<file path="src/rtl/fpx_pkg.sv">
package fpx_pkg;
    localparam int unsigned NUM_EXC = 5;
    localparam int unsigned CODE_W  = 3;

    typedef logic [NUM_EXC-1:0] exc_vec_t;

    typedef enum logic [1:0] {
        CMD_NONE  = 2'd0,
        CMD_SET   = 2'd1,
        CMD_CLEAR = 2'd2,
        CMD_GET   = 2'd3
    } cmd_e;

    typedef enum logic [1:0] {
        ST_RUN    = 2'd0,
        ST_NOTIFY = 2'd1,
        ST_HALTED = 2'd2
    } trap_state_e;
endpackage

</file>
<file path="src/rtl/fpx_lane_merge.sv">
module fpx_lane_merge
    import fpx_pkg::*;
#(
    parameter int unsigned LANES = 64
) (
    input  logic [LANES-1:0]         lane_en,
    input  logic [NUM_EXC*LANES-1:0] lane_flags,
    output exc_vec_t                 merged
);
    exc_vec_t gated [LANES];

    for (genvar g = 0; g < LANES; g++) begin : g_lane
        assign gated[g] = lane_flags[NUM_EXC*g +: NUM_EXC] & {NUM_EXC{lane_en[g]}};
    end

    always_comb begin
        merged = '0;
        for (int i = 0; i < LANES; i++) begin
            merged = merged | gated[i];
        end
    end
endmodule

</file>
<file path="src/rtl/fpx_status_reg.sv">
module fpx_status_reg
    import fpx_pkg::*;
(
    input  logic     clk,
    input  logic     rst_n,
    input  exc_vec_t hw_flags,
    input  cmd_e     cmd_op,
    input  exc_vec_t cmd_mask,
    output exc_vec_t status_q,
    output exc_vec_t rd_status,
    output logic     rd_valid
);
    exc_vec_t set_m, clr_m, status_d;

    always_comb begin
        set_m    = (cmd_op == CMD_SET)   ? cmd_mask : '0;
        clr_m    = (cmd_op == CMD_CLEAR) ? cmd_mask : '0;
        // hardware flags are applied last so they win a collision
        status_d = ((status_q | set_m) & ~clr_m) | hw_flags;
    end

    always_ff @(posedge clk) begin
        if (!rst_n) begin
            status_q  <= '0;
            rd_status <= '0;
            rd_valid  <= 1'b0;
        end else begin
            status_q <= status_d;
            rd_valid <= (cmd_op == CMD_GET);
            if (cmd_op == CMD_GET) rd_status <= status_q;
        end
    end

    // bits not cleared survive
    p_sticky_r3: assert property (@(posedge clk) disable iff (!rst_n)
        (cmd_op != CMD_CLEAR) |=> (($past(status_q) & ~status_q) == '0));
    // merged hardware flags always land
    p_hw_wins_r7: assert property (@(posedge clk) disable iff (!rst_n)
        (hw_flags != '0) |=> (($past(hw_flags) & ~status_q) == '0));
    // get answers exactly one cycle later
    p_get_pulse_r6: assert property (@(posedge clk) disable iff (!rst_n)
        (cmd_op == CMD_GET) |=> (rd_valid && rd_status == $past(status_q)));
endmodule

</file>
<file path="src/rtl/fpx_trap_ctrl.sv">
module fpx_trap_ctrl
    import fpx_pkg::*;
(
    input  logic              clk,
    input  logic              rst_n,
    input  exc_vec_t          hw_flags,
    input  exc_vec_t          brk_policy,
    input  logic              handler_ack,
    output logic              halt,
    output logic              notify_valid,
    output logic [CODE_W-1:0] notify_code
);
    trap_state_e state_q, state_d;
    exc_vec_t          trap_hits;
    logic [CODE_W-1:0] low_code;
    logic [CODE_W-1:0] code_q;

    always_comb begin
        trap_hits = hw_flags & brk_policy;
        low_code  = '0;
        for (int k = NUM_EXC-1; k >= 0; k--) begin
            if (trap_hits[k]) low_code = CODE_W'(k);
        end
    end

    always_comb begin
        state_d = state_q;
        unique case (state_q)
            ST_RUN:    if (trap_hits != '0) state_d = ST_NOTIFY;
            ST_NOTIFY: state_d = handler_ack ? ST_RUN : ST_HALTED;
            ST_HALTED: if (handler_ack) state_d = ST_RUN;
            default:   state_d = ST_RUN;
        endcase
    end

    always_ff @(posedge clk) begin
        if (!rst_n) begin
            state_q <= ST_RUN;
            code_q  <= '0;
        end else begin
            state_q <= state_d;
            if (state_q == ST_RUN && trap_hits != '0) code_q <= low_code;
        end
    end

    always_comb begin
        halt         = (state_q != ST_RUN);
        notify_valid = (state_q == ST_NOTIFY);
        notify_code  = code_q;
    end

    // trapping flag in run halts next cycle
    p_halt_next_r9: assert property (@(posedge clk) disable iff (!rst_n)
        (state_q == ST_RUN && trap_hits != '0) |=> (halt && notify_valid));
    // notification is a single pulse
    p_notify_once_r9: assert property (@(posedge clk) disable iff (!rst_n)
        notify_valid |=> !notify_valid);
    // record-only flags never halt from run
    p_detect_only_r8: assert property (@(posedge clk) disable iff (!rst_n)
        (!halt && trap_hits == '0) |=> !halt);
    // halt held until acknowledge
    p_hold_r11: assert property (@(posedge clk) disable iff (!rst_n)
        (halt && !handler_ack) |=> halt);
    // acknowledge releases
    p_release_r11: assert property (@(posedge clk) disable iff (!rst_n)
        (halt && handler_ack) |=> !halt);
endmodule

</file>
<file path="src/rtl/fpx_trap_unit.sv">
module fpx_trap_unit
    import fpx_pkg::*;
#(
    parameter int unsigned LANES = 64
) (
    input  logic                     clk,
    input  logic                     rst_n,
    input  logic [LANES-1:0]         lane_en,
    input  logic [NUM_EXC*LANES-1:0] lane_flags,
    input  logic [NUM_EXC-1:0]       brk_policy,
    input  logic [1:0]               cmd_op,
    input  logic [NUM_EXC-1:0]       cmd_mask,
    input  logic                     handler_ack,
    output logic [NUM_EXC-1:0]       rd_status,
    output logic                     rd_valid,
    output logic                     halt,
    output logic                     notify_valid,
    output logic [CODE_W-1:0]        notify_code
);
    exc_vec_t merged;
    exc_vec_t status_q;

    fpx_lane_merge #(.LANES(LANES)) u_merge (
        .lane_en    (lane_en),
        .lane_flags (lane_flags),
        .merged     (merged)
    );

    fpx_status_reg u_status (
        .clk       (clk),
        .rst_n     (rst_n),
        .hw_flags  (merged),
        .cmd_op    (cmd_e'(cmd_op)),
        .cmd_mask  (cmd_mask),
        .status_q  (status_q),
        .rd_status (rd_status),
        .rd_valid  (rd_valid)
    );

    fpx_trap_ctrl u_ctrl (
        .clk          (clk),
        .rst_n        (rst_n),
        .hw_flags     (merged),
        .brk_policy   (brk_policy),
        .handler_ack  (handler_ack),
        .halt         (halt),
        .notify_valid (notify_valid),
        .notify_code  (notify_code)
    );

    // a halted wavefront is never re-notified
    p_no_renotify_r12: assert property (@(posedge clk) disable iff (!rst_n)
        (halt && !notify_valid) |=> (!notify_valid || !$past(halt)));
    // notification only while halted
    p_notify_halted_r1: assert property (@(posedge clk) disable iff (!rst_n)
        notify_valid |-> halt);
endmodule

</file>
<file path="config.mk">
export PLATFORM = sky130hd
export DESIGN_NAME = fpx_trap_unit
export DESIGN_NICKNAME = d
export VERILOG_FILES = /design/src/rtl/fpx_pkg.sv /design/src/rtl/fpx_lane_merge.sv /design/src/rtl/fpx_status_reg.sv /design/src/rtl/fpx_trap_ctrl.sv /design/src/rtl/fpx_trap_unit.sv
export SDC_FILE = /design/constraint.sdc
export NUM_CORES = 1
export LEC_CHECK = 0
export BUFFER_PORTS_ARGS = -buffer_cell sky130_fd_sc_hd__buf_4
export CORE_AREA = 2 2 161 163
export CTS_CLUSTER_DIAMETER = 60
export DETAILED_ROUTE_END_ITERATION = 8
export DIE_AREA = 0 0 163 165
export PLACE_DENSITY = 0.45
export SLEW_MARGIN = 25
export SYNTH_ARGS = -nofsm -noshare
export SYNTH_HDL_FRONTEND = slang
export SYNTH_HIERARCHICAL = 1
export SYNTH_SLANG_ARGS = --single-unit
</file>
<file path="constraint.sdc">
create_clock -name clk -period 2.15 [get_ports clk]
set_input_delay 0.1075 -clock clk [delete_from_list [all_inputs] [get_ports clk]]
set_output_delay 0.1075 -clock clk [all_outputs]
set_load 0.02 [all_outputs]
</file>
Yosys cells after proc, flatten, opt, wreduce, memory -nomap -nowiden --
Cells that the tools add are included.
Word-level totals: bits in registers 16, latch bits 0, RAM bits 0, bits in read-only memories 0, input port bits 399, output and inout bits 11, word-level logic and storage cells 160, memories kept 0
Cells by class: add/sub/neg operators 0, multiply operators 0, divide/modulo/power cells 0, order comparisons 0, equal/unequal tests 7, shift operators 0, mux-type cells 11, bitwise gates (word level) 132, reduce and logical (&&, ||, !) cells 5
Operators by type and width (count):
- bitwise AND 5 bit | 66
- bitwise OR 5 bit | 65
- 2-to-1 mux 3 bit | 5
- 2-to-1 mux 5 bit | 2
- == test 2 bit, second input constant | 3
- 2-to-1 mux 2 bit | 3
- one-hot mux 2 bit (3 select lines) | 1
- inverter 5 bit | 1
- nonzero test 5 bit | 1
- == test 2 x 1 -> 1 bit, second input constant | 2
- inequality test 2 bit, second input constant | 2
- logical NOT 2 bit | 1
- AND reduction 2 bit | 1
- nonzero test 2 bit | 1
- logical AND 1 bit | 1

Logic depth before layout (Yosys ltp) --
word-level depth 70, gate-level depth with buffers 8, gate-level depth less buffers 8

Hierarchy --
Netlist, hierarchy kept.
Modules (own cells, without submodules):
- fpx_lane_merge | times used 1, cells an instance 185, area each 1564.0 sq um, seq. area each 0.0 sq um
- fpx_status_reg | times used 1, cells an instance 57, area each 563.0 sq um, seq. area each 220.2 sq um
- fpx_trap_ctrl | times used 1, cells an instance 28, area each 256.5 sq um, seq. area each 100.1 sq um

Worst setup path before layout --
No wires, ideal clock.
path type in2reg, start point in lane_flags[141], end point reg u_ctrl.code_q[1], in the netlist u_ctrl/notify_code[1], library setup time 70 ps, arrival 1921 ps, required time 2080 ps, path slack 159 ps, cell stages on the path 7, buffers on the path 0, path through a22o_1 a221oi_1 nand4_1 or4_1 a22o_1 or3b_1 a21boi_1
On the way: cells in the longest elaborated chain, start to end 40, elaborated cells on any way between the ends 42, classes of those cells mux (2); bitwise (38); reduce/logical (2)
Ends and longest elaborated chain:
- start: declaration | RTL line fpx_trap_unit.sv:9 | input logic [NUM_EXC*LANES-1:0] lane_flags,
- bitwise AND 5 bit * | RTL line fpx_lane_merge.sv:13 | assign gated[g] = lane_flags[NUM_EXC*g +: NUM_EXC] & {NUM_EXC{lane_en[g]}};
- bitwise OR 5 bit * (36 in series) | RTL line fpx_lane_merge.sv:19 | merged = merged | gated[i];
- named net merged[1] | RTL line fpx_trap_unit.sv:20 | exc_vec_t merged;
- bitwise AND 5 bit * | RTL line fpx_trap_ctrl.sv:19 | trap_hits = hw_flags & brk_policy;
- nonzero test 5 bit or 2-to-1 mux 3 bit (tied branches) | RTL line fpx_trap_ctrl.sv:42, fpx_trap_ctrl.sv:22
- logical AND 1 bit or 2-to-1 mux 3 bit (tied branches) | RTL line fpx_trap_ctrl.sv:42, fpx_trap_ctrl.sv:22
- end signal: assignment | RTL line fpx_trap_ctrl.sv:42 | if (state_q == ST_RUN && trap_hits != '0) code_q <= low_code;
- end: declaration | RTL line fpx_trap_ctrl.sv:16 | logic [CODE_W-1:0] code_q;
The timed path passes the listed nets; every way through them passes the cells marked *. A chain may end at the register's enable or synchronous reset.

Final worst setup path --
start point in lane_en[24], end point reg u_ctrl.code_q[1], in the netlist u_ctrl/notify_code[1]
On the way: elaborated cells on any way between the ends 48, classes of those cells mux (4); bitwise (42); reduce/logical (2)
RTL lines:
- start: declaration | RTL line fpx_trap_unit.sv:8 | input logic [LANES-1:0] lane_en,
- bitwise AND 5 bit * | RTL line fpx_lane_merge.sv:13
- bitwise OR 5 bit * (40 in series) | RTL line fpx_lane_merge.sv:19
- named net merged[1] | RTL line fpx_trap_unit.sv:20
- bitwise AND 5 bit * | RTL line fpx_trap_ctrl.sv:19
- nonzero test 5 bit or 2-to-1 mux 3 bit (tied branches) | RTL line fpx_trap_ctrl.sv:42, fpx_trap_ctrl.sv:22
- logical AND 1 bit or 2-to-1 mux 3 bit (tied branches) | RTL line fpx_trap_ctrl.sv:42, fpx_trap_ctrl.sv:22
Marks and branches as above.

==> PnR_summary.wiki <==
{| class="wikitable"
! Metric !! Value
|-
| Headroom to the max-slew limit || 0.720
|-
| Worst-margin pin slew || ~420 ps
|-
| Relative area change from synthesis to final layout || 178%
|-
| End-of-flow core utilization || 0.265
|-
| IO Port Bufs || roughly 400
|-
| Total I/O pin count || 410
|-
| Critical path launch point type || input port
|-
| TritonCTS Buffers || 3
|-
| Diode count || 0
|-
| Global-route wire length before repair || 30500 um
|-
| Nets@finish || 1142
|-
| Data arrival time of the critical path || 2290 ps
|-
| Worst R2R End || u_ctrl/notify_code[1]
|-
| Starting density of the core || 0.0952
|-
| Weighted congestion at the end of routability-driven global placement || 0.886
|-
| Number of antenna violations at the first check in global routing || 0
|-
| Register-to-register setup slack || 940 ps
|-
| Routed len/inst || 21.1 um
|-
| Synthesized Nets || ~670
|-
| Post-synth top area share || 0.301
|-
| Final period demand of the worst path || 2110 ps
|-
| Num rows || 58
|-
| Detailed router's first-iteration violation count || 208
|-
| HPWL after detailed placement || 20700 um
|-
| Routed Antenna Nets || 0
|-
| Floorplan core area || between 20000 and 30000 um^2
|-
| Die span in y || 165 um
|-
| Library cell with the largest summed area after synthesis || sky130_fd_sc_hd__a22o_1
|-
| Number of global-route vias before repair || between 4000 and 5000
|-
| Tot GR Track Use || 0.155
|-
| Hold path cells || 2
|-
| Average instance area after synthesis || 8.83 um^2
|-
| Hold path startpoint || handler_ack
|-
| Number of synthesized register bits || 16
|-
| Min-Delay Path Class || input port to register
|-
| Worst Path Max Fanout || 5
|-
| Overflow after GRT || 0
|-
| Width of the die || around 160 um
|-
| Number of different library cells in the post-synthesis netlist || 27
|-
| Number of warnings reported in the yosys synthesis log || 6
|-
| Max-slew violation total from the final report || 0
|-
| Overall power after layout || 1.97 mW
|-
| Maximum number of pins on one net before global-route repair || 22
|-
| Detailed-routing iteration count for the pre-antenna-repair pass || 4
|-
| Worst VDD drop || 0.182 mV
|-
| Total DRC errors in the routed layout || 0
|-
| CTS Root Cell || sky130_fd_sc_hd__clkbuf_16
|-
| Clock Skew || between 5 and 6 ps
|-
| Fmax achieved || approximately 0.47 GHz
|-
| Crit path capture type || register
|-
| Critical path class || input port to register
|-
| H-tree depth reported by CTS || 1
|-
| Fraction of layout cells with a size suffix above 1 || 0.698
|-
| Worst R2R Start || u_ctrl/state_q[1]
|-
| TritonCTS clock tree || yes
|-
| Total routed wirelength || 22600 um
|-
| Clock sink count || 16
|-
| Unrepaired setup endpoints after global routing || true
|-
| Share of the clock period used by the worst path || 0.980
|-
| Number of vias per cell after detailed routing || roughly 4.3
|-
| EDFF count, synth || 0
|-
| Ratio of total power to cell area || 297 nW/um^2
|-
| Worst-case hold path end point || u_ctrl/state_q[1]
|-
| Die outline area || between 20000 and 30000 um^2
|-
| Cell types occupying the most area after synthesis || sky130_fd_sc_hd__a22o_1 (30%), sky130_fd_sc_hd__a221oi_1 (29%), sky130_fd_sc_hd__dfxtp_1 (13%)
|-
| Via total after detailed routing || between 4000 and 5000
|-
| Post-synth ARST share || 0
|-
| Number of setup violations in the final report || 0
|-
| Required time reported for the critical path endpoint || 2330 ps
|-
| Sequential-to-total area share from yosys stat || 0.134
|-
| Cts hold-fix bufs || 0
|-
| Cell count after synthesis || 270
|-
| Worst R2R Path Depth || 3
|-
| Clock latency at the later pin of the worst-skew pair || approximately 250 ps
|-
| Flip-flop cell with the highest count after synthesis || sky130_fd_sc_hd__dfxtp_1
|-
| Clock transition at the registers of the reported paths || 50 ps
|-
| Longest Clk Path Bufs || 2
|-
| Final Hold Vio Count || 0
|-
| Leakage Power || 3.20 nW
|-
| Mapped Area || 2380 um^2
|-
| Status || complete, no violations
|-
| Max Cap Viol || 0
|}
## worst max-delay path, cell delays in order
cell and delay (ps):
sky130_fd_sc_hd__buf_4 130, sky130_fd_sc_hd__a22o_1 210, sky130_fd_sc_hd__a221oi_1 340, sky130_fd_sc_hd__nand4_1 250, sky130_fd_sc_hd__or4_4 480, sky130_fd_sc_hd__a22o_1 260, sky130_fd_sc_hd__or3b_1 390, sky130_fd_sc_hd__a21boi_1 120
## cell type report
type | count | area, um^2
Tap cell | 330 | 413
Multi-Input combinational cell | 248 | 2230
Clock buffer | 4 | 88.8
Timing Repair Buffer | 473 | 3580
Fill cell | 2795 | 18400
Inverter | 1 | 3.75
Sequential cell | 16 | 320
## how the worst max path moves through the flow
stage / from / to / slack (ps) / cells past startpoint
floorplan: lane_flags[141] / u_ctrl/notify_code[1] / 160 / 7
global placement: lane_en[29] / u_ctrl/notify_code[1] / -440 / 9
detailed placement: lane_en[29] / u_ctrl/notify_code[1] / -410 / 9
CTS: lane_en[13] / u_ctrl/notify_code[1] / -30 / 9
global route: lane_en[13] / u_ctrl/notify_code[1] / -20 / 9
finish: lane_en[24] / u_ctrl/notify_code[1] / 40 / 8
## stage by stage
stage / hold WS (ps) / area [um^2] / instances / worst slack (ps) / TNS [ps]
floorplan: 184 / 2380 / 270 / 159 / 0
global placement: 274 / 6290 / 1067 / -436 / -1950
detailed placement: 279 / 6290 / 1067 / -405 / -1700
CTS: 15.5 / 6430 / 1071 / -32.3 / -32.3
global route: 20.6 / 6630 / 1072 / -15.8 / -15.8
finish: 23.4 / 6630 / 1072 / 42.5 / 0
## registers in the layout, summed over array words and instances, names as in the netlist
signal	cells
u_status/rd_valid	1
u_ctrl/state_q	2
u_ctrl/notify_code	3
u_status/status_q	5
u_status/rd_status	5
## cell families after synthesis
| family | Yosys count | share of synthesized area |
|---|---|---|
| AO/OA/AOI/OAI | 188 | 0.698 |
| XOR/XNOR | 1 | 0.00368 |
| buffers and inverters | 6 | 0.0226 |
| flip-flops | 16 | 0.134 |
| multiplexers | 1 | 0.00420 |
| AND/OR/NAND/NOR | 58 | 0.138 |
## power breakdown
group | switching (mW) | internal [mW]
registers | 0.00975 | 0.314
clock network | 0.127 | 0.283
logic | 0.460 | 0.778
## layer usage
metal,vias to the layer above,track usage,share of wire
met3,17,0.0254,0.058
met5,-,0,0
met1,2158,0.196,0.42
li1,2260,-,-
met2,210,0.274,0.51
met4,0,0.0350,0.013
## cell usage in the layout, fill, tap and decap left out, types with 2 or more instances in the layout
cell type / count
sky130_fd_sc_hd__nand4_1: 20
sky130_fd_sc_hd__buf_6: 7
sky130_fd_sc_hd__a21bo_1: 10
sky130_fd_sc_hd__a221oi_2: 32
sky130_fd_sc_hd__nand3_1: 6
sky130_fd_sc_hd__buf_4: 466
sky130_fd_sc_hd__clkbuf_16: 3
sky130_fd_sc_hd__a22o_1: 80
sky130_fd_sc_hd__nand2_1: 4
sky130_fd_sc_hd__dfxtp_1: 16
sky130_fd_sc_hd__nor2_1: 11
sky130_fd_sc_hd__a221oi_1: 52
sky130_fd_sc_hd__nand2b_1: 5
sky130_fd_sc_hd__a22o_4: 2
sky130_fd_sc_hd__a21oi_1: 7
sky130_fd_sc_hd__or4_4: 4
## cell usage after synthesis (4+ instances only)
cell	number
sky130_fd_sc_hd__a21bo_1	10
sky130_fd_sc_hd__a21oi_1	7
sky130_fd_sc_hd__a221oi_1	80
sky130_fd_sc_hd__a221oi_2	5
sky130_fd_sc_hd__a22o_1	82
sky130_fd_sc_hd__buf_6	4
sky130_fd_sc_hd__dfxtp_1	16
sky130_fd_sc_hd__nand2_1	4
sky130_fd_sc_hd__nand2b_1	5
sky130_fd_sc_hd__nand3_1	6
sky130_fd_sc_hd__nand4_1	20
sky130_fd_sc_hd__nor2_1	12
sky130_fd_sc_hd__or4_1	5
## timing repair
| action | in CTS | in global routing |
|---|---|---|
| pin swaps | 2 | 14 |
| buffers inserted | 0 | 1 |
| setup endpoints to repair | 4 | 5 |
| resized for setup | 9 | 34 |
(Power assumes the default switching activity.)
